$ cat src/rtl/tmr_evgen_pkg.sv
package tmr_evgen_pkg;

   localparam int unsigned ADDR_W = 8;

   // register byte offsets
   localparam logic [ADDR_W-1:0] OFS_CTRL  = 8'h00;
   localparam logic [ADDR_W-1:0] OFS_IEN   = 8'h04;
   localparam logic [ADDR_W-1:0] OFS_STAT  = 8'h08;
   localparam logic [ADDR_W-1:0] OFS_CHPRE = 8'h0C;
   localparam logic [ADDR_W-1:0] OFS_CHACT = 8'h10;
   localparam logic [ADDR_W-1:0] OFS_EVGEN = 8'h14;
   localparam logic [ADDR_W-1:0] OFS_PER   = 8'h18;
   localparam logic [ADDR_W-1:0] OFS_REP   = 8'h1C;
   localparam logic [ADDR_W-1:0] OFS_CCR1  = 8'h20;
   localparam logic [ADDR_W-1:0] OFS_CNT   = 8'h24;
   localparam logic [ADDR_W-1:0] OFS_OE    = 8'h28;

   // event register bit positions
   localparam int EG_UPD = 0;
   localparam int EG_CC1 = 1;
   localparam int EG_COM = 5;
   localparam int EG_BRK = 7;

   // status / interrupt-enable bit positions
   localparam int ST_UPD = 0;
   localparam int ST_CC1 = 1;
   localparam int ST_BRK = 7;
   localparam int ST_OVC = 9;

   // internal flag vector indices
   localparam int NFLAG  = 4;
   localparam int FL_UPD = 0;
   localparam int FL_CC1 = 1;
   localparam int FL_OVC = 2;
   localparam int FL_BRK = 3;

   typedef struct packed {
      logic prel;   // bit 3: channel control preload
      logic urs;    // bit 2: update flag source restriction
      logic udis;   // bit 1: update disable
      logic en;     // bit 0: counter enable
   } ctrl_t;

   typedef struct packed {
      logic bie;
      logic ccie;
      logic uie;
   } ien_t;

   typedef struct packed {
      logic       nen;   // bit 4
      logic       en;    // bit 3
      logic [2:0] mode;  // bits 2:0
   } chctl_t;

endpackage

$ cat src/rtl/tmr_cnt_core.sv
module tmr_cnt_core #(
   parameter int unsigned CNT_W = 16,
   parameter int unsigned REP_W = 8
) (
   input  logic             clk,
   input  logic             rst_n,
   input  logic             cen,
   input  logic             udis,
   input  logic             urs,
   input  logic [CNT_W-1:0] period,
   input  logic [REP_W-1:0] rep_load,
   input  logic             sw_reinit,
   input  logic             trig_reinit,
   input  logic             cnt_wr,
   input  logic [CNT_W-1:0] cnt_wdata,
   output logic [CNT_W-1:0] cnt,
   output logic             upd_set
);

   logic [CNT_W-1:0] cnt_q;
   logic [REP_W-1:0] rep_q;
   logic             reinit;
   logic             at_top;
   logic             wrap;
   logic             rep_zero;

   assign reinit   = sw_reinit | trig_reinit;
   assign at_top   = (cnt_q == period);
   assign wrap     = cen & at_top & ~reinit & ~cnt_wr;
   assign rep_zero = (rep_q == '0);

   always_ff @(posedge clk or negedge rst_n) begin
      if (!rst_n) begin
         cnt_q <= '0;
         rep_q <= '0;
      end else if (reinit) begin
         cnt_q <= '0;
         rep_q <= rep_load;
      end else if (cnt_wr) begin
         cnt_q <= cnt_wdata;
      end else if (cen) begin
         if (at_top) begin
            cnt_q <= '0;
            rep_q <= rep_zero ? rep_load : rep_q - 1'b1;
         end else begin
            cnt_q <= cnt_q + 1'b1;
         end
      end
   end

   assign upd_set = ~udis & ((reinit & ~urs) | (wrap & rep_zero));
   assign cnt     = cnt_q;


   reinit_zero_chk: assert property (@(posedge clk) disable iff (!rst_n)
      reinit |=> (cnt_q == '0));


   rep_reload_chk: assert property (@(posedge clk) disable iff (!rst_n)
      (wrap && rep_zero) |=> (rep_q == $past(rep_load)));


   wrap_zero_chk: assert property (@(posedge clk) disable iff (!rst_n)
      wrap |=> (cnt_q == '0));

endmodule

$ cat src/rtl/tmr_ch1.sv
module tmr_ch1
   import tmr_evgen_pkg::*;
#(
   parameter int unsigned CNT_W    = 16,
   parameter bit          HAS_COMP = 1'b1
) (
   input  logic             clk,
   input  logic             rst_n,
   input  logic             is_input,
   input  logic             cc_gen,
   input  logic             com_gen,
   input  logic             preload_ctl,
   input  logic [CNT_W-1:0] cnt,
   input  logic             ccr_wr,
   input  logic [CNT_W-1:0] ccr_wdata,
   input  logic             pre_wr,
   input  chctl_t           pre_wdata,
   input  logic             cc_flag,
   output logic [CNT_W-1:0] ccr,
   output chctl_t           pre,
   output chctl_t           act,
   output logic             cc_set,
   output logic             ovc_set
);

   logic [CNT_W-1:0] ccr_q;
   chctl_t           pre_q;
   logic             capture;

   assign capture = cc_gen & is_input;
   assign cc_set  = cc_gen;
   assign ovc_set = capture & cc_flag;

   always_ff @(posedge clk or negedge rst_n) begin
      if (!rst_n) begin
         ccr_q <= '0;
         pre_q <= '0;
      end else begin
         if (capture)     ccr_q <= cnt;
         else if (ccr_wr) ccr_q <= ccr_wdata;
         if (pre_wr)      pre_q <= pre_wdata;
      end
   end

   assign ccr = ccr_q;
   assign pre = pre_q;

   generate
      if (HAS_COMP) begin : g_shadow
         chctl_t act_q;
         always_ff @(posedge clk or negedge rst_n) begin
            if (!rst_n)                      act_q <= '0;
            else if (com_gen && preload_ctl) act_q <= pre_q;
            else if (pre_wr && !preload_ctl) act_q <= pre_wdata;
         end
         assign act = act_q;


         com_xfer_chk: assert property (@(posedge clk) disable iff (!rst_n)
            (com_gen && preload_ctl) |=> (act_q == $past(pre_q)));


         prel_hold_chk: assert property (@(posedge clk) disable iff (!rst_n)
            (pre_wr && preload_ctl) |=> $stable(act_q));
      end else begin : g_direct
         assign act = pre_q;
      end
   endgenerate


   capture_chk: assert property (@(posedge clk) disable iff (!rst_n)
      capture |=> (ccr_q == $past(cnt)));


   compare_hold_chk: assert property (@(posedge clk) disable iff (!rst_n)
      (cc_gen && !is_input && !ccr_wr) |=> $stable(ccr_q));

endmodule

$ cat src/rtl/tmr_flags.sv
module tmr_flags #(
   parameter int unsigned NF = 4
) (
   input  logic          clk,
   input  logic          rst_n,
   input  logic [NF-1:0] set_i,
   input  logic          clr_wr,
   input  logic [NF-1:0] keep_i,
   output logic [NF-1:0] flag_o
);

   logic [NF-1:0] flag_q;
   logic [NF-1:0] flag_d;

   for (genvar i = 0; i < NF; i++) begin : g_bit
      assign flag_d[i] = set_i[i] | (flag_q[i] & ~(clr_wr & ~keep_i[i]));


      set_wins_chk: assert property (@(posedge clk) disable iff (!rst_n)
         set_i[i] |=> flag_q[i]);


      clear_cause_chk: assert property (@(posedge clk) disable iff (!rst_n)
         $fell(flag_q[i]) |-> $past(clr_wr && !keep_i[i]));
   end

   always_ff @(posedge clk or negedge rst_n) begin
      if (!rst_n) flag_q <= '0;
      else        flag_q <= flag_d;
   end

   assign flag_o = flag_q;

endmodule

$ cat src/rtl/tmr_evgen_top.sv
module tmr_evgen_top
   import tmr_evgen_pkg::*;
#(
   parameter int unsigned DATA_W   = 16,
   parameter int unsigned CNT_W    = 16,
   parameter int unsigned REP_W    = 8,
   parameter bit          HAS_COMP = 1'b1
) (
   input  logic              clk,
   input  logic              rst_n,
   input  logic [ADDR_W-1:0] bus_addr,
   input  logic [DATA_W-1:0] bus_wdata,
   input  logic              bus_wr,
   output logic [DATA_W-1:0] bus_rdata,
   input  logic              trig_in,
   input  logic              ch1_is_input,
   output logic [CNT_W-1:0]  cnt_val,
   output logic              main_oe,
   output logic              irq_upd,
   output logic              irq_cc1,
   output logic              irq_brk
);

   localparam int unsigned CH_W = $bits(chctl_t);
   localparam int unsigned CT_W = $bits(ctrl_t);

   initial begin : param_chk
      assert (DATA_W >= 16) else $error("DATA_W must hold status bit 9");
      assert (CNT_W >= 2 && CNT_W <= DATA_W) else $error("CNT_W out of range");
      assert (REP_W >= 1 && REP_W <= DATA_W) else $error("REP_W out of range");
   end

   // address decode
   logic wr_ctrl, wr_ien, wr_stat, wr_chpre, wr_evgen, wr_per, wr_rep, wr_ccr, wr_cnt, wr_oe;
   assign wr_ctrl  = bus_wr && (bus_addr == OFS_CTRL);
   assign wr_ien   = bus_wr && (bus_addr == OFS_IEN);
   assign wr_stat  = bus_wr && (bus_addr == OFS_STAT);
   assign wr_chpre = bus_wr && (bus_addr == OFS_CHPRE);
   assign wr_evgen = bus_wr && (bus_addr == OFS_EVGEN);
   assign wr_per   = bus_wr && (bus_addr == OFS_PER);
   assign wr_rep   = bus_wr && (bus_addr == OFS_REP);
   assign wr_ccr   = bus_wr && (bus_addr == OFS_CCR1);
   assign wr_cnt   = bus_wr && (bus_addr == OFS_CNT);
   assign wr_oe    = bus_wr && (bus_addr == OFS_OE);

   // self-clearing events: they exist only during the write cycle
   logic ev_ug, ev_cc1g, ev_comg, ev_bg;
   assign ev_ug   = wr_evgen & bus_wdata[EG_UPD];
   assign ev_cc1g = wr_evgen & bus_wdata[EG_CC1];
   assign ev_comg = wr_evgen & bus_wdata[EG_COM];
   assign ev_bg   = wr_evgen & bus_wdata[EG_BRK];

   ctrl_t            ctrl_q;
   ien_t             ien_q;
   logic [CNT_W-1:0] per_q;
   logic [REP_W-1:0] rld_q;
   logic             moe_q;

   always_ff @(posedge clk or negedge rst_n) begin
      if (!rst_n) begin
         ctrl_q <= '0;
         ien_q  <= '0;
         per_q  <= '0;
         rld_q  <= '0;
         moe_q  <= 1'b0;
      end else begin
         if (wr_ctrl) ctrl_q <= ctrl_t'(bus_wdata[CT_W-1:0]);
         if (wr_ien)  ien_q  <= '{bie:  bus_wdata[ST_BRK],
                                  ccie: bus_wdata[ST_CC1],
                                  uie:  bus_wdata[ST_UPD]};
         if (wr_per)  per_q  <= bus_wdata[CNT_W-1:0];
         if (wr_rep)  rld_q  <= bus_wdata[REP_W-1:0];
         if (ev_bg)       moe_q <= 1'b0;
         else if (wr_oe)  moe_q <= bus_wdata[0];
      end
   end

   // counter and repetition counter
   logic [CNT_W-1:0] cnt;
   logic             upd_set;

   tmr_cnt_core #(.CNT_W(CNT_W), .REP_W(REP_W)) u_core (
      .clk         (clk),
      .rst_n       (rst_n),
      .cen         (ctrl_q.en),
      .udis        (ctrl_q.udis),
      .urs         (ctrl_q.urs),
      .period      (per_q),
      .rep_load    (rld_q),
      .sw_reinit   (ev_ug),
      .trig_reinit (trig_in),
      .cnt_wr      (wr_cnt),
      .cnt_wdata   (bus_wdata[CNT_W-1:0]),
      .cnt         (cnt),
      .upd_set     (upd_set)
   );

   // channel 1
   logic [NFLAG-1:0] flags;
   logic [CNT_W-1:0] ccr;
   chctl_t           ch_pre, ch_act;
   logic             cc_set, ovc_set;

   tmr_ch1 #(.CNT_W(CNT_W), .HAS_COMP(HAS_COMP)) u_ch1 (
      .clk         (clk),
      .rst_n       (rst_n),
      .is_input    (ch1_is_input),
      .cc_gen      (ev_cc1g),
      .com_gen     (ev_comg),
      .preload_ctl (ctrl_q.prel),
      .cnt         (cnt),
      .ccr_wr      (wr_ccr),
      .ccr_wdata   (bus_wdata[CNT_W-1:0]),
      .pre_wr      (wr_chpre),
      .pre_wdata   (chctl_t'(bus_wdata[CH_W-1:0])),
      .cc_flag     (flags[FL_CC1]),
      .ccr         (ccr),
      .pre         (ch_pre),
      .act         (ch_act),
      .cc_set      (cc_set),
      .ovc_set     (ovc_set)
   );

   // status flags
   logic [NFLAG-1:0] flag_set, flag_keep;

   always_comb begin
      flag_set          = '0;
      flag_set[FL_UPD]  = upd_set;
      flag_set[FL_CC1]  = cc_set;
      flag_set[FL_OVC]  = ovc_set;
      flag_set[FL_BRK]  = ev_bg;
      flag_keep         = '0;
      flag_keep[FL_UPD] = bus_wdata[ST_UPD];
      flag_keep[FL_CC1] = bus_wdata[ST_CC1];
      flag_keep[FL_OVC] = bus_wdata[ST_OVC];
      flag_keep[FL_BRK] = bus_wdata[ST_BRK];
   end

   tmr_flags #(.NF(NFLAG)) u_flags (
      .clk    (clk),
      .rst_n  (rst_n),
      .set_i  (flag_set),
      .clr_wr (wr_stat),
      .keep_i (flag_keep),
      .flag_o (flags)
   );

   // read mux; the event register reads as zero
   always_comb begin
      bus_rdata = '0;
      case (bus_addr)
         OFS_CTRL:  bus_rdata[CT_W-1:0] = ctrl_q;
         OFS_IEN: begin
            bus_rdata[ST_UPD] = ien_q.uie;
            bus_rdata[ST_CC1] = ien_q.ccie;
            bus_rdata[ST_BRK] = ien_q.bie;
         end
         OFS_STAT: begin
            bus_rdata[ST_UPD] = flags[FL_UPD];
            bus_rdata[ST_CC1] = flags[FL_CC1];
            bus_rdata[ST_BRK] = flags[FL_BRK];
            bus_rdata[ST_OVC] = flags[FL_OVC];
         end
         OFS_CHPRE: bus_rdata[CH_W-1:0]  = ch_pre;
         OFS_CHACT: bus_rdata[CH_W-1:0]  = ch_act;
         OFS_PER:   bus_rdata[CNT_W-1:0] = per_q;
         OFS_REP:   bus_rdata[REP_W-1:0] = rld_q;
         OFS_CCR1:  bus_rdata[CNT_W-1:0] = ccr;
         OFS_CNT:   bus_rdata[CNT_W-1:0] = cnt;
         OFS_OE:    bus_rdata[0]         = moe_q;
         default:   bus_rdata = '0;
      endcase
   end

   assign cnt_val = cnt;
   assign main_oe = moe_q;
   assign irq_upd = flags[FL_UPD] & ien_q.uie;
   assign irq_cc1 = flags[FL_CC1] & ien_q.ccie;
   assign irq_brk = flags[FL_BRK] & ien_q.bie;


   brk_chk: assert property (@(posedge clk) disable iff (!rst_n)
      ev_bg |=> (!moe_q && flags[FL_BRK]));


   ovc_chk: assert property (@(posedge clk) disable iff (!rst_n)
      (ev_cc1g && ch1_is_input && flags[FL_CC1]) |=> flags[FL_OVC]);

endmodule

$ cat config.mk
export PLATFORM = sky130hd
export DESIGN_NAME = tmr_evgen_top
export DESIGN_NICKNAME = d
export VERILOG_FILES = /design/src/rtl/tmr_evgen_pkg.sv /design/src/rtl/tmr_cnt_core.sv /design/src/rtl/tmr_ch1.sv /design/src/rtl/tmr_flags.sv /design/src/rtl/tmr_evgen_top.sv
export SDC_FILE = /design/constraint.sdc
export NUM_CORES = 1
export LEC_CHECK = 0
export ABC_CLOCK_PERIOD_IN_PS = 6100
export CAP_MARGIN = 30
export CORE_ASPECT_RATIO = 0.8
export CORE_UTILIZATION = 35
export CTS_CLUSTER_DIAMETER = 150
export CTS_CLUSTER_SIZE = 10
export DETAILED_ROUTE_END_ITERATION = 12
export DONT_BUFFER_PORTS = 1
export SYNTH_ARGS = -nofsm -noshare
export SYNTH_HDL_FRONTEND = slang
export SYNTH_SLANG_ARGS = --single-unit
export TNS_END_PERCENT = 50
$ cat constraint.sdc
create_clock -name clk -period 6.1 [get_ports clk]
set_clock_uncertainty 0.2 [all_clocks]
set_input_delay 0.305 -clock clk [delete_from_list [all_inputs] [get_ports clk]]
set_output_delay 0.305 -clock clk [all_outputs]
set_load 0.02 [all_outputs]
After elaboration in Yosys (flattened, before gate mapping)

Index checks and enable logic that the tools add are counted.

Input bits: 29
Register bits: 86
Output and inout port bits: 36

Multiplexer cells: 24
$add $sub $neg: 2
Equal/unequal tests: 12
Reductions and logical operators: 22
Bitwise operators: 41

Operators with widths:

| cell                  | count |
|---|---|
| $mux 16               | 6 |
| $mux 8                | 5 |
| $eq 8x5->1 const B    | 4 |
| $eq 8x6->1 const B    | 3 |
| $and 1x1->1           | 23 |
| $pmux 6 s3            | 1 |
| $add 16x1->16 const B | 1 |
| $eq 16x16->1          | 1 |
| $eq 8x4->1 const B    | 2 |
| $logic_not 8->1       | 2 |
| $pmux 2 s7            | 1 |
| $logic_and 1x1->1     | 12 |
| $not 1->1             | 12 |
| $pmux 1 s6            | 2 |
| $mux 5                | 2 |
| $pmux 1 s10           | 1 |
| $reduce_bool 2->1     | 5 |
| $pmux 1 s9            | 1 |
| $eq 8x3->1 const B    | 1 |
| $pmux 2 s4            | 1 |
| $sub 8x1->8 const B   | 1 |
| $or 1x1->1            | 6 |
| $pmux 1 s4            | 1 |
| $pmux 1 s3            | 1 |
| 5 further kinds       | 6 |

Longest topological paths before layout

Gate-level depths: netlist of run 1.

Depth in word-level cells: 11
Mapped depth: 9

Hierarchy

A second synthesis of run 1 with hierarchy kept.

Cell total of the unflattened synthesis: 534
Area total of the unflattened synthesis: 5395.2 um2

By module, submodules not included:

| module        | cells an instance | instances | sequential area each (um2) | area each (um2) |
|---|---|---|---|---|
| tmr_evgen_top | 189               | 1         | 800.8                      | 2102.0 |
| tmr_cnt_core  | 226               | 1         | 600.6                      | 1853.0 |
| tmr_ch1       | 107               | 1         | 650.6                      | 1285.0 |
| tmr_flags     | 12                | 1         | 100.1                      | 155.1 |

Worst setup path after synthesis of run 1

No wires, ideal clock.

Path kind: input to output
Start: input bus_addr[4]
End: output bus_rdata[2]
Slack: 3600 ps
Stages: 6
Required time: 5595 ps
Buffers on the path: 2
Arrival: 1995 ps
Path through: or4b_1 -> clkbuf_1 -> nor3_1 -> buf_2 -> a22oi_1 -> nand3_1

Cells in the longest elaborated chain, start to end: 2
Elaborated cells between the ends (all ways): 8

RTL lines:

| what                                     | RTL line             | text |
|---|---|---|
| from (decl)                              | tmr_evgen_top.sv:11  | `input logic [ADDR_W-1:0] bus_addr,` |
| $eq 8x6->1, or another cell as far along | tmr_evgen_top.sv:152 | `case (bus_addr)` |
| $pmux 2 s7 (*)                           | tmr_evgen_top.sv:152 |  |
| to (decl)                                | tmr_evgen_top.sv:14  | `output logic [DATA_W-1:0] bus_rdata,` |

Every way passes the cells marked *; elsewhere a longest branch is shown, timed or not.

Worst setup path after layout of run 1

Start: register u_core.cnt_q[3], in the netlist u_core.cnt[3]
End: register u_core.rep_q[3]

Cells in the longest elaborated chain, start to end: 3

RTL lines:

| what                        | RTL line           | text |
|---|---|---|
| from (decl)                 | tmr_cnt_core.sv:20 | `logic [CNT_W-1:0] cnt_q;` |
| from (signal assigned)      | tmr_cnt_core.sv:40 | `cnt_q <= cnt_wdata;` |
| from (signal assigned)      | tmr_cnt_core.sv:46 | `cnt_q <= cnt_q + 1'b1;` |
| $eq 16x16->1                | tmr_cnt_core.sv:28 | `assign at_top = (cnt_q == period);` |
| $reduce_bool 2->1 (no line) | n/a                |  |
| $reduce_and 3->1 (no line)  | n/a                |  |
| to (signal assigned)        | tmr_cnt_core.sv:38 | `rep_q <= rep_load;` |
| to (signal assigned)        | tmr_cnt_core.sv:44 | `rep_q <= rep_zero ? rep_load : rep_q - 1'b1;` |
| to (decl)                   | tmr_cnt_core.sv:21 | `logic [REP_W-1:0] rep_q;` |

No other way between the ends.
A chain may end at the register's enable or synchronous reset.

==> metrics.md, run 1 <==
| Metric | Value |
|---|---|
| Status | finished, violations left |
| Violated checks | negative hold slack |
| Number of distinct library cells after synthesis | 69 |
| EDFF count, synth | 0 |
| Syn Nets | 544 |
| Standard-cell rows | 38 |
| Number of cell instances on the worst register-to-register path | 6 |
| Prevailing post-synth register cell | dfrtp_1 |
| WP data arrival | 3150 ps |
| LEAKAGE | 2.51 nW |
| Vias in the first global route | 4,105 |
| Worst Hold Class | primary input to register |
| Count of buffers added by post-CTS timing repair for setup | 0 |
| Fill cells | 1,352 |
| All-Layer GR Usage | 0.212 |
| Worst Setup Path Type | register to register |
| Number of vias in the routed layout | 4,206 |
| Half-perimeter wire length after detailed placement | 10,700 um |
| Synthesized flop and latch total | 86 |
| Layout cell share with drive strength beyond 1 | 0.140 |
| Hold Crit Depth | 2 |
| Number of cells upsized or downsized after cts | 0 |
| Wire length of the first global-routing pass | 23,400 um |
| Peak supply drop | 0.158 mV |
| Iter 0 DRT Violations | 411 |
| Maximum buffer depth of the clock tree | 2 |
| Number of failing setup endpoints in the final timing report | 0 |
| DR DRC count | 0 |
| Full die area | 14,600 um2 |
| Share of synthesized area occupied by flip-flops and latches | 0.435 |
| Detail-routed net length per standard cell | 21.4 um |
| RePlAce Congestion | 0.928 |
| Worst relative slew slack | 0.368 |
| Number of pins with negative max-slew slack in the final report | 0 |
| Port Buffer Count | 0 |
| Critical path launch point type | register |
| Count of non-filler cells in the finished layout | 702 |
| Final clock period utilization by the worst path | 0.508 |
| DRT Wirelength | 15,000 um |
| Fin util | 0.410 |
| RSZ-0062 raised after global routing | no |
| Post-Syn Area per Cell | 9.66 um2 |
| Post-placement worst setup slack | 2960 ps |
| Antenna violations before repair | 1 |
| Post-synthesis instance area | 4940 um2 |
| Clk Latency, worst-skew pair | 340 ps |
| Total Nets Final | 547 |
| Hold Violations, Final | 1 |
| Tightest Pin Transition | 948 ps |
| Max Clock Freq | 0.323 GHz |
| Post-layout min period | 3100 ps |
| Final worst setup slack | 3000 ps |
| I/O pins | 65 |
| Number of maximum-capacitance violations | 0 |
| Router iterations before antenna repair | 5 |
| Detail-routed via count per cell | 5.99 |
| Area of the placeable core | 13,700 um2 |
| Endpoint type of the worst setup path | register |
| Total instance count after detailed placement | 664 |
| Yosys warning count | 0 |
| Clock transition time at the flip-flop clock pins of the worst setup and hold paths | 70 ps |
| Routed Antenna Nets | 0 |
| Highest net fanout along the worst path | 17 |
| Min Hold Slack | -8.08 ps |
| Post-Route Setup TNS | 0 ps |
| Chip Height | 108 um |
| Initial core utilization | 0.361 |
| Area overhead of the layout relative to synthesis | 13.5% |
| Number of levels the H-tree was split into | 3 |
| Data required, critical path | 6160 ps |
| Clock sink total | 86 |
| CTS root buffer | clkbuf_16 |
| Die span in x | 135 um |
| Maximum number of pins on one net before global-route repair | 87 |
| Number of buffers added by the clock tree synthesis step | 9 |
| CTS tree | yes |
| Synth Instances | 512 |
| Power density over the cells | 240 nW/um2 |
| GRT Residual Overflow | 0 |
| Async set-reset flop share out of synthesis | 1.00 |
| Hold-fix buffers, CTS | 19 |
-- path summary, 6_finish.rpt --
kind | start | endpoint | slack [ps]
setup / recovery | u_core.cnt[3] | u_core.rep_q[3] | 3000
hold / removal | bus_wdata[2] | u_ch1.act[2] | -8
max in group asynchronous | rst_n | per_q[14] | 5030
setup reg to reg | u_core.cnt[3] | u_core.rep_q[3] | 3000
min in group asynchronous | rst_n | u_ch1.act[0] | 330
hold reg to reg | u_ch1.pre[0] | u_ch1.pre[0] | 310
-- flip-flops by register name, indices dropped and copies added (netlist names), 5 cells and up --
name / count
u_ch1.act: 5
u_core.cnt: 16
rld_q: 8
u_core.rep_q: 8
u_ch1.pre: 5
u_ch1.ccr: 16
per_q: 16
-- placed cells by master, fill, tap and decap left out, types with 2 or more instances in the layout --
cell type / count
nor2_1: 16
a21oi_1: 17
and2_1: 9
diode_2: 2
inv_1: 16
clkbuf_8: 2
nand2_1: 62
nor3b_1: 4
and3_1: 12
o22ai_1: 2
a221o_1: 2
mux2_2: 31
clkbuf_16: 9
buf_6: 2
buf_4: 3
nor4_1: 6
clkinvlp_4: 2
nor3_1: 6
a22o_1: 5
o211ai_1: 2
o21ai_2: 2
mux2i_1: 22
buf_8: 2
a22oi_1: 13
nand4_1: 12
nand4b_1: 3
ha_1: 3
and4b_1: 2
a222oi_1: 13
dfrtp_1: 86
xnor2_1: 16
dlygate4sd3_1: 18
nand3_1: 22
nor4b_1: 4
o21ai_0: 54
-- worst max-delay path, stage by stage (launching register included) --
cell and delay, ps:
dfrtp_1 590, xnor2_1 340, nand4_1 240, or4_4 650
o21ai_2 600, o21ai_0 200, a22oi_1 180
-- logic make-up (layout without fill, tap and decap cells) --
logic type / count (synthesis) / count (layout) / share of synthesized area
AND/OR/NAND/NOR: 177 / 177 / 0.194
buffers and inverters: 50 / 58 / 0.0448
flip-flops: 86 / 86 / 0.435
XOR/XNOR: 17 / 17 / 0.0301
adder cells (fa/ha/maj): 3 / 3 / 0.00759
other: 0 / 2 / 0
AO/OA/AOI/OAI: 125 / 125 / 0.169
multiplexers: 54 / 54 / 0.120
-- area by class of cell --
type                            instances  area (um2)  area share
Multi-Input combinational cell        376        2580       0.459
Sequential cell                        86        2150       0.383
Timing Repair Buffer                   26         283      0.0504
Clock buffer                           12         256      0.0457
Tap cell                              180         225      0.0401
Inverter                               16        60.1      0.0107
Clock inverter                          4        53.8     0.00959
Antenna cell                            2        5.00    0.000892
-- power breakdown --
part | internal, mW | total (mW) | switching (mW)
Combinational | 0.0573 | 0.143 | 0.0856
Sequential | 0.598 | 0.626 | 0.0289
Clock | 0.342 | 0.577 | 0.236
Total | 0.997 | 1.35 | 0.350
-- Yosys cell counts, types with 3 or more instances --
cell type,instances,area (um2)
dfrtp_1,86,2150
nand2_1,62,233
o21ai_0,54,270
mux2_2,31,349
mux2i_1,22,220
nand3_1,22,110
clkbuf_1,21,78.8
a21oi_1,17,85.1
inv_1,16,60.1
nor2_1,16,60.1
xnor2_1,16,140
a222oi_1,13,130
a22oi_1,13,97.6
and3_1,12,75.1
nand4_1,12,75.1
and2_1,9,56.3
buf_2,8,40.0
nor3_1,7,35.0
nor4_1,6,37.5
a22o_1,5,43.8
nor3b_1,4,30.0
nor4b_1,4,35.0
ha_1,3,37.5
nand4b_1,3,26.3
-- stage by stage --
stage          power, mW  area, um2
6_report            1.35       5610
5_1_grt             1.40       5610
2_1_floorplan      0.718       4940
3_3_place_gp       0.745       5040
4_1_cts             1.36       5590
3_5_place_dp       0.750       5070
-- routing by layer --
layer  vias up  part of all wire  track usage
met1      2097              0.45        0.296
met5         -                 0            0
met3        15              0.10       0.0722
met2       182              0.44        0.317
met4         0            0.0098       0.0465
li1       1912                 -            -
(Power assumes the default switching activity.)
==> run 2, diff against run 1 <==
Settings changed: ABC_AREA from default to 1, ABC_CLOCK_PERIOD_IN_PS 6100 to 3000.
Clock period 6.1 ns to 3 ns, I/O delays scaled along.
==> metrics.md, run 2 <==
| Metric | Value |
|---|---|
| Router iterations before antenna repair | 5 (unchanged) |
| Synthesized flop and latch total | 86 (unchanged) |
| I/O pins | 65 (unchanged) |
| Antenna diode instance count | 0 (was 2) |
| GRT Residual Overflow | 0 (unchanged) |
| EDFF count, synth | 0 (unchanged) |
| Power density over the cells | 506 nW/um2 (was 240 nW/um2) |
| Slowest CP cell | dlygate4sd3_1 (was or4_4) |
| Ranking of synthesized cells by area | dfrtp_1 39%, nand2_1 20%, inv_1 5.9% (was dfrtp_1 44%, mux2_2 7.1%, o21ai_0 5.5%) |
| Port Buffer Count | 0 (unchanged) |
| Initial core utilization | 0.362 (was 0.361) |
| Layout cell share with drive strength beyond 1 | 0.0757 (was 0.140) |
| Number of buffers added by the clock tree synthesis step | 9 (unchanged) |
| Detail-routed via count per cell | 4.98 (was 5.99) |
| Min Hold Slack | 3.40 ps (was -8.08 ps) |
| Hold-fix buffers, CTS | 27 (was 19) |
| Routed Antenna Nets | 0 (unchanged) |
| DR DRC count | 0 (unchanged) |
| Maximum number of pins on one net before global-route repair | 87 (unchanged) |
| Tightest Pin Transition | 1010 ps (was 948 ps) |
| Full die area | 16,300 um2 (was 14,600 um2) |
| Post-layout min period | 2730 ps |
| Number of maximum-capacitance violations | 0 (unchanged) |
| Hold Violations, Final | 0 (was 1) |
| Commonest cells after routing, fill and taps aside | 296 x nand2_1, 86 x inv_1, 86 x dfrtp_1 (was 86 x dfrtp_1, 62 x nand2_1, 54 x o21ai_0) |
| Area used by sequential logic in the layout | 2150 um2 (unchanged) |
| Clk Latency, worst-skew pair | 350 ps (was 340 ps) |
| Wire length of the first global-routing pass | 26,900 um (was 23,400 um) |
| Count leader, synth | nand2_1 (was dfrtp_1) |
| Die span in x | 142 um (was 135 um) |
| Post-Syn Area per Cell | 7.14 um2 (was 9.66 um2) |
| Most frequent standard cell in the layout excluding fill and tap cells | nand2_1 (was dfrtp_1) |
| Multi-input logic area | 2870 um2 (was 2580 um2) |
| Final clock period utilization by the worst path | 0.911 |
| Cells traversed along the worst timing path | dlygate4sd3_1 -> nand3_4 -> dlygate4sd3_1 -> nor2_4 -> a21oi_4 -> nand2_1 -> nand2_1 -> o21ai_0 -> nand2_1 -> nand2_1 (was xnor2_1 -> nand4_1 -> or4_4 -> o21ai_2 -> o21ai_0 -> a22oi_1) |
| Highest net fanout along the worst path | 15 (was 17) |
| Number of failing setup endpoints in the final timing report | 0 (unchanged) |
| Final worst setup slack | 268 ps (was 3000 ps) |
| Chip Height | 114 um (was 108 um) |
| Adder-cell area share of the yosys netlist | 0.00681 (was 0.00759) |
| RSZ-0062 raised after global routing | no (unchanged) |
| Standard-cell rows | 40 (was 38) |
| Maximum buffer depth of the clock tree | 2 (unchanged) |
| Count of buffers added by post-CTS timing repair for setup | 0 (unchanged) |
| Data required, critical path | 3040 ps (was 6160 ps) |
| Peak supply drop | 0.315 mV (was 0.158 mV) |
| Detail-routed net length per standard cell | 16.8 um (was 21.4 um) |
| Worst Setup Path Type | primary input to register (was register to register) |
| Xor and xnor area share after synthesis | 0.0445 (was 0.0301) |
| Status | finished, final reports clean (was finished, violations left) |
| Post-synth top area share | 0.390 (was 0.435) |
| Async set-reset flop share out of synthesis | 1.00 (unchanged) |
| Vias in the first global route | 4,730 (was 4,105) |
| Clock transition time at the flip-flop clock pins of the worst setup and hold paths | 70 ps (about the same) |
| Number of pins with negative max-slew slack in the final report | 0 (unchanged) |
| Critical Path Max Stage Delay | 680 ps (was 650 ps) |
| Post-synth top area cell | dfrtp_1 (unchanged) |
| Portion of netlist area occupied by mux cells | 0 (was 0.120) |
| LEAKAGE | 2.99 nW (was 2.51 nW) |
| Fin util | 0.412 (was 0.410) |
| Area overhead of the layout relative to synthesis | 13.6% (was 13.5%) |
| WP data arrival | 2770 ps (was 3150 ps) |
| Critical path launch point type | primary input (was register) |
| CTS root buffer | clkbuf_16 (unchanged) |
| Synthesized-area fraction occupied by ao, oa, aoi and oai cells | 0.121 (was 0.169) |
| Combinational family with the most area after synthesis | simple AND/OR/NAND/NOR gates (unchanged) |
| Number of distinct library cells after synthesis | 38 (was 69) |
| Synth Instances | 772 (was 512) |
| Synthesized-area fraction occupied by and/or/nand/nor cells | 0.347 (was 0.194) |
| CTS tree | yes (unchanged) |
| RePlAce Congestion | 0.848 (was 0.928) |
| Post-Route Setup TNS | 0 ps (unchanged) |
| Half-perimeter wire length after detailed placement | 11,900 um (was 10,700 um) |
| DRT Wirelength | 16,800 um (was 15,000 um) |
| Number of vias in the routed layout | 4,998 (was 4,206) |
| Yosys warning count | 0 (unchanged) |
| Post-placement worst setup slack | 719 ps (was 2960 ps) |
| Total Nets Final | 820 (was 547) |
| Number of levels the H-tree was split into | 3 (unchanged) |
| Share of synthesized area occupied by flip-flops and latches | 0.390 (was 0.435) |
| Fill cells | 1,623 (was 1,352) |
| All-Layer GR Usage | 0.220 (was 0.212) |
| Clock sink total | 86 (unchanged) |
| Post-synthesis instance area | 5510 um2 (was 4940 um2) |
| Worst relative slew slack | 0.329 (was 0.368) |
| Endpoint type of the worst setup path | register (unchanged) |
| Iter 0 DRT Violations | 461 (was 411) |
| Worst Hold Class | primary input to register (unchanged) |
| Max Clock Freq | 0.366 GHz |
| Most used cell, CP | nand2_1 |
| Prevailing post-synth register cell | dfrtp_1 (unchanged) |
| Top cells by count, synth | 296 x nand2_1, 86 x dfrtp_1, 86 x inv_1, 62 x o21ai_0, 51 x nor2_1 (was 86 x dfrtp_1, 62 x nand2_1, 54 x o21ai_0, 31 x mux2_2) |
| Syn Nets | 804 (was 544) |
| Antenna violations before repair | 0 (was 1) |
| Area of the placeable core | 15,200 um2 (was 13,700 um2) |
| Number of cells upsized or downsized after cts | 0 (unchanged) |
==> run 2: cell types whose count changed after synthesis, moves of 14 or more <==
cell      change
clkbuf_1     -18
nand3_1      +19
nor2_1       +35
xor2_1       +14
mux2i_1      -22
nand2_1     +234
inv_1        +70
mux2_2       -31
==> run 2: routing by layer <==
| metal | track usage | vias up | routed length [um] |
|---|---|---|---|
| li1 | - | 2485 | - |
| met1 | 0.338 | 2346 | 8620 |
| met2 | 0.309 | 152 | 6850 |
| met3 | 0.0489 | 15 | 1180 |
| met4 | 0.0509 | 0 | 180 |
| met5 | 0 | - | 0 |
==> run 2: kinds of logic (layout without fill, tap and decap cells) <==
| family | count (synthesis) | in the layout |
|---|---|---|
| adder cells (fa/ha/maj) | 3 | 3 |
| AND/OR/NAND/NOR | 430 | 430 |
| AO/OA/AOI/OAI | 108 | 108 |
| flip-flops | 86 | 86 |
| XOR/XNOR | 28 | 28 |
| buffers and inverters | 117 | 138 |
==> run 2: stage by stage <==
| stage | cell area [um2] | total power, mW | instances |
|---|---|---|---|
| after floorplan | 5510 | 1.80 | 772 |
| after global placement | 5650 | 1.90 | 960 |
| after detailed placement | 5650 | 1.90 | 960 |
| after CTS | 6260 | 3.18 | 1003 |
| after global routing | 6260 | 3.34 | 1003 |
| final | 6260 | 3.17 | 1003 |
==> run 2: path summary, 6_finish.rpt <==
check,cells after the start,end,start,slack [ps]
setup / recovery,10,u_core.rep_q[2],bus_wr,270
min in group asynchronous,2,per_q[14],rst_n,180
hold / removal,4,u_core.cnt[1],bus_wr,3
setup reg to reg,11,u_core.cnt[5],u_core.cnt[10],680
hold reg to reg,2,u_ch1.act[0],u_ch1.act[0],280
max in group asynchronous,2,per_q[0],rst_n,2090
==> run 2: final cells by class <==
| class | instances | area share |
|---|---|---|
| Multi-Input combinational cell | 569 | 0.458 |
| Sequential cell | 86 | 0.344 |
| Inverter | 91 | 0.0545 |
| Timing Repair Buffer | 31 | 0.0507 |
| Clock buffer | 14 | 0.0454 |
| Tap cell | 210 | 0.0420 |
| Clock inverter | 2 | 0.00599 |
==> run 2: power breakdown <==
group          internal [mW]  total [mW]  leakage [nW]  switching [mW]
combinational          0.235       0.595          1.78           0.360
sequential              1.26        1.36          1.06          0.0995
clock                  0.738        1.21         0.155           0.475
total                   2.23        3.17          2.99           0.934
==> run 2: worst max-delay path: cells and delay by family <==
kind                   cells  cell delay, ps
and+or+nand+nor            6             870
AOI/OAI and AO/OA          2             450
buffers and inverters      2            1290
==> run 3, diff against run 2 <==
Settings changed: ABC_CLOCK_PERIOD_IN_PS 3000 to 2200, SETUP_SLACK_MARGIN from default to 0.3.
Clock period 3 ns to 2.2 ns, I/O delays scaled along.
==> metrics.md, run 3 (same netlist as run 2, synthesis figures left out) <==
| Metric | Value |
|---|---|
| Detail-routed net length per standard cell | 16.3 um (was 16.8 um) |
| Hold Violations, Final | 86 (was 0) |
| Maximum buffer depth of the clock tree | 2 (unchanged) |
| DR DRC count | 0 (unchanged) |
| Max Clock Freq | 0.524 GHz |
| Critical register-to-register path endpoint | u_core.cnt[15] (was u_core.cnt[5]) |
| Number of vias in the routed layout | 5,346 (was 4,998) |
| I/O pins | 65 (unchanged) |
| Port Buffer Count | 0 (unchanged) |
| Router iterations before antenna repair | 7 (was 5) |
| Highest net fanout along the worst path | 7 (was 15) |
| Total buffers and inverters traversed by the critical path | 2 (unchanged) |
| Worst Hold Class | primary input to asynchronous set/reset pin (was primary input to register) |
| Status | finished, violations left (was finished, final reports clean) |
| Largest delay share family, worst path | buffers and inverters (unchanged) |
| Standard-cell rows | 40 (unchanged) |
| Cells traversed along the worst timing path | dlygate4sd3_1 -> nand3_2 -> dlygate4sd3_1 -> o21ai_0 (was dlygate4sd3_1 -> nand3_4 -> dlygate4sd3_1 -> nor2_4 -> a21oi_4 -> nand2_1 -> nand2_1 -> o21ai_0 -> nand2_1 -> nand2_1) |
| WP data arrival | 1980 ps (was 2770 ps) |
| Endpoint type of the worst setup path | register (unchanged) |
| Total Nets Final | 879 (was 820) |
| Clk Latency, worst-skew pair | 350 ps (about the same) |
| Post-layout min period | 1910 ps |
| RePlAce Congestion | 0.826 (was 0.848) |
| Total power | 4.25 mW (was 3.17 mW) |
| Most used cell, CP | dlygate4sd3_1 (was nand2_1) |
| Number of levels the H-tree was split into | 3 (unchanged) |
| Routed Antenna Nets | 0 (unchanged) |
| Worst relative slew slack | 0.613 (was 0.329) |
| Path length in cells of the critical path | 4 (was 10) |
| Full die area | 16,300 um2 (unchanged) |
| Violated checks | negative hold slack |
| Clock sink total | 86 (unchanged) |
| DRT Wirelength | 17,300 um (was 16,800 um) |
| Final clock period utilization by the worst path | 0.867 |
| Antenna violations before repair | 0 (unchanged) |
| Post-Route Setup TNS | 0 ps (unchanged) |
| Iter 0 DRT Violations | 512 (was 461) |
| CTS root buffer | clkbuf_16 (unchanged) |
| Clock transition time at the flip-flop clock pins of the worst setup and hold paths | 60 ps (was 70 ps) |
| Min Hold Slack | -744 ps (was 3.40 ps) |
| Chip Height | 114 um (unchanged) |
| Vias in the first global route | 4,913 (was 4,730) |
| Layout cell share with drive strength beyond 1 | 0.162 (was 0.0757) |
| RSZ-0062 raised after global routing | yes (was no) |
| Half-perimeter wire length after detailed placement | 12,100 um (was 11,900 um) |
| All-Layer GR Usage | 0.224 (was 0.220) |
| Maximum number of pins on one net before global-route repair | 87 (unchanged) |
| Fin util | 0.448 (was 0.412) |
| Tightest Pin Transition | 580 ps (was 1010 ps) |
| Worst Setup Path Type | primary input to register (unchanged) |
| Number of maximum-capacitance violations | 0 (unchanged) |
| Number of pins with negative max-slew slack in the final report | 0 (unchanged) |
| Number of cell instances on the worst register-to-register path | 10 (was 11) |
| Number of failing setup endpoints in the final timing report | 0 (unchanged) |
| CTS tree | yes (unchanged) |
| Area of the placeable core | 15,200 um2 (unchanged) |
| Area overhead of the layout relative to synthesis | 23.5% (was 13.6%) |
| Die span in x | 142 um (unchanged) |
| Initial core utilization | 0.362 (unchanged) |
| Power density over the cells | 624 nW/um2 (was 506 nW/um2) |
| Critical path launch point type | primary input (unchanged) |
| Commonest cells after routing, fill and taps aside | 287 x nand2_1, 82 x inv_1, 77 x dfrtp_1 (was 296 x nand2_1, 86 x inv_1, 86 x dfrtp_1) |
| R2R Path Start | u_core.cnt[7] (was u_core.cnt[10]) |
| Flop-to-flop setup slack | 340 ps (was 680 ps) |
| GRT Residual Overflow | 0 (unchanged) |
| Peak supply drop | 0.406 mV (was 0.315 mV) |
| Slowest CP cell | dlygate4sd3_1 (unchanged) |
| Antenna diode instance count | 0 (unchanged) |
| LEAKAGE | 3.27 nW (was 2.99 nW) |
| Critical Path Max Stage Delay | 780 ps (was 680 ps) |
| Most frequent standard cell in the layout excluding fill and tap cells | nand2_1 (unchanged) |
| Number of buffers added by the clock tree synthesis step | 9 (unchanged) |
| Detail-routed via count per cell | 5.03 (was 4.98) |
| Data required, critical path | 2270 ps (was 3040 ps) |
| Wire length of the first global-routing pass | 27,600 um (was 26,900 um) |
## run 3: worst max path at each step
stage                         start                 to
floorplan             u_core.cnt[1]     u_core.cnt[14]
global placement      u_core.cnt[9]    u_core.rep_q[1]
detailed placement    u_core.cnt[9]    u_core.rep_q[3]
CTS                 u_core.rep_q[0]    u_core.rep_q[7]
global route            bus_addr[1]       bus_rdata[7]
finish                 ch1_is_input  u_flags.flag_o[2]
## run 3: area by class of cell
class / instances / area [um2]
clock buffers: 13 / 270
clock inverters: 3 / 17.5
fillers: 1564 / 8410
inverters: 91 / 342
multi-input cells: 570 / 2980
flip-flops and latches: 86 / 2160
well taps: 210 / 263
repair buffers: 89 / 774
## run 3: per-stage QoR
| stage | cell area [um2] | setup WS [ps] | std cells |
|---|---|---|---|
| after global placement | 5940 | 183 | 998 |
| after detailed placement | 5940 | 131 | 998 |
| after global routing | 6810 | 234 | 1062 |
| after CTS | 6610 | 302 | 1051 |
| after floorplan | 5510 | 368 | 772 |
| final | 6810 | 293 | 1062 |
## run 3: repair_timing
| action | in CTS | in global routing |
|---|---|---|
| hold buffers | 36 | 1 |
| cloned | 1 | 0 |
| pin swaps | 1 | 8 |
| hold endpoints to repair | 172 | 89 |
| buffers inserted | 0 | 11 |
| setup endpoints to repair | 12 | 39 |
| resized for setup | 8 | 31 |
## run 3: where the power goes
| part | switching, mW | total (mW) | internal [mW] |
|---|---|---|---|
| sequential | 0.136 | 1.85 | 1.72 |
| combinational | 0.506 | 0.885 | 0.379 |
| clock | 0.652 | 1.51 | 0.856 |
| total | 1.29 | 4.25 | 2.95 |
## run 3: layer usage
metal,track usage,wire [um]
met5,0,0
met4,0.0459,152
met3,0.0523,1340
met2,0.323,7330
met1,0.336,8470
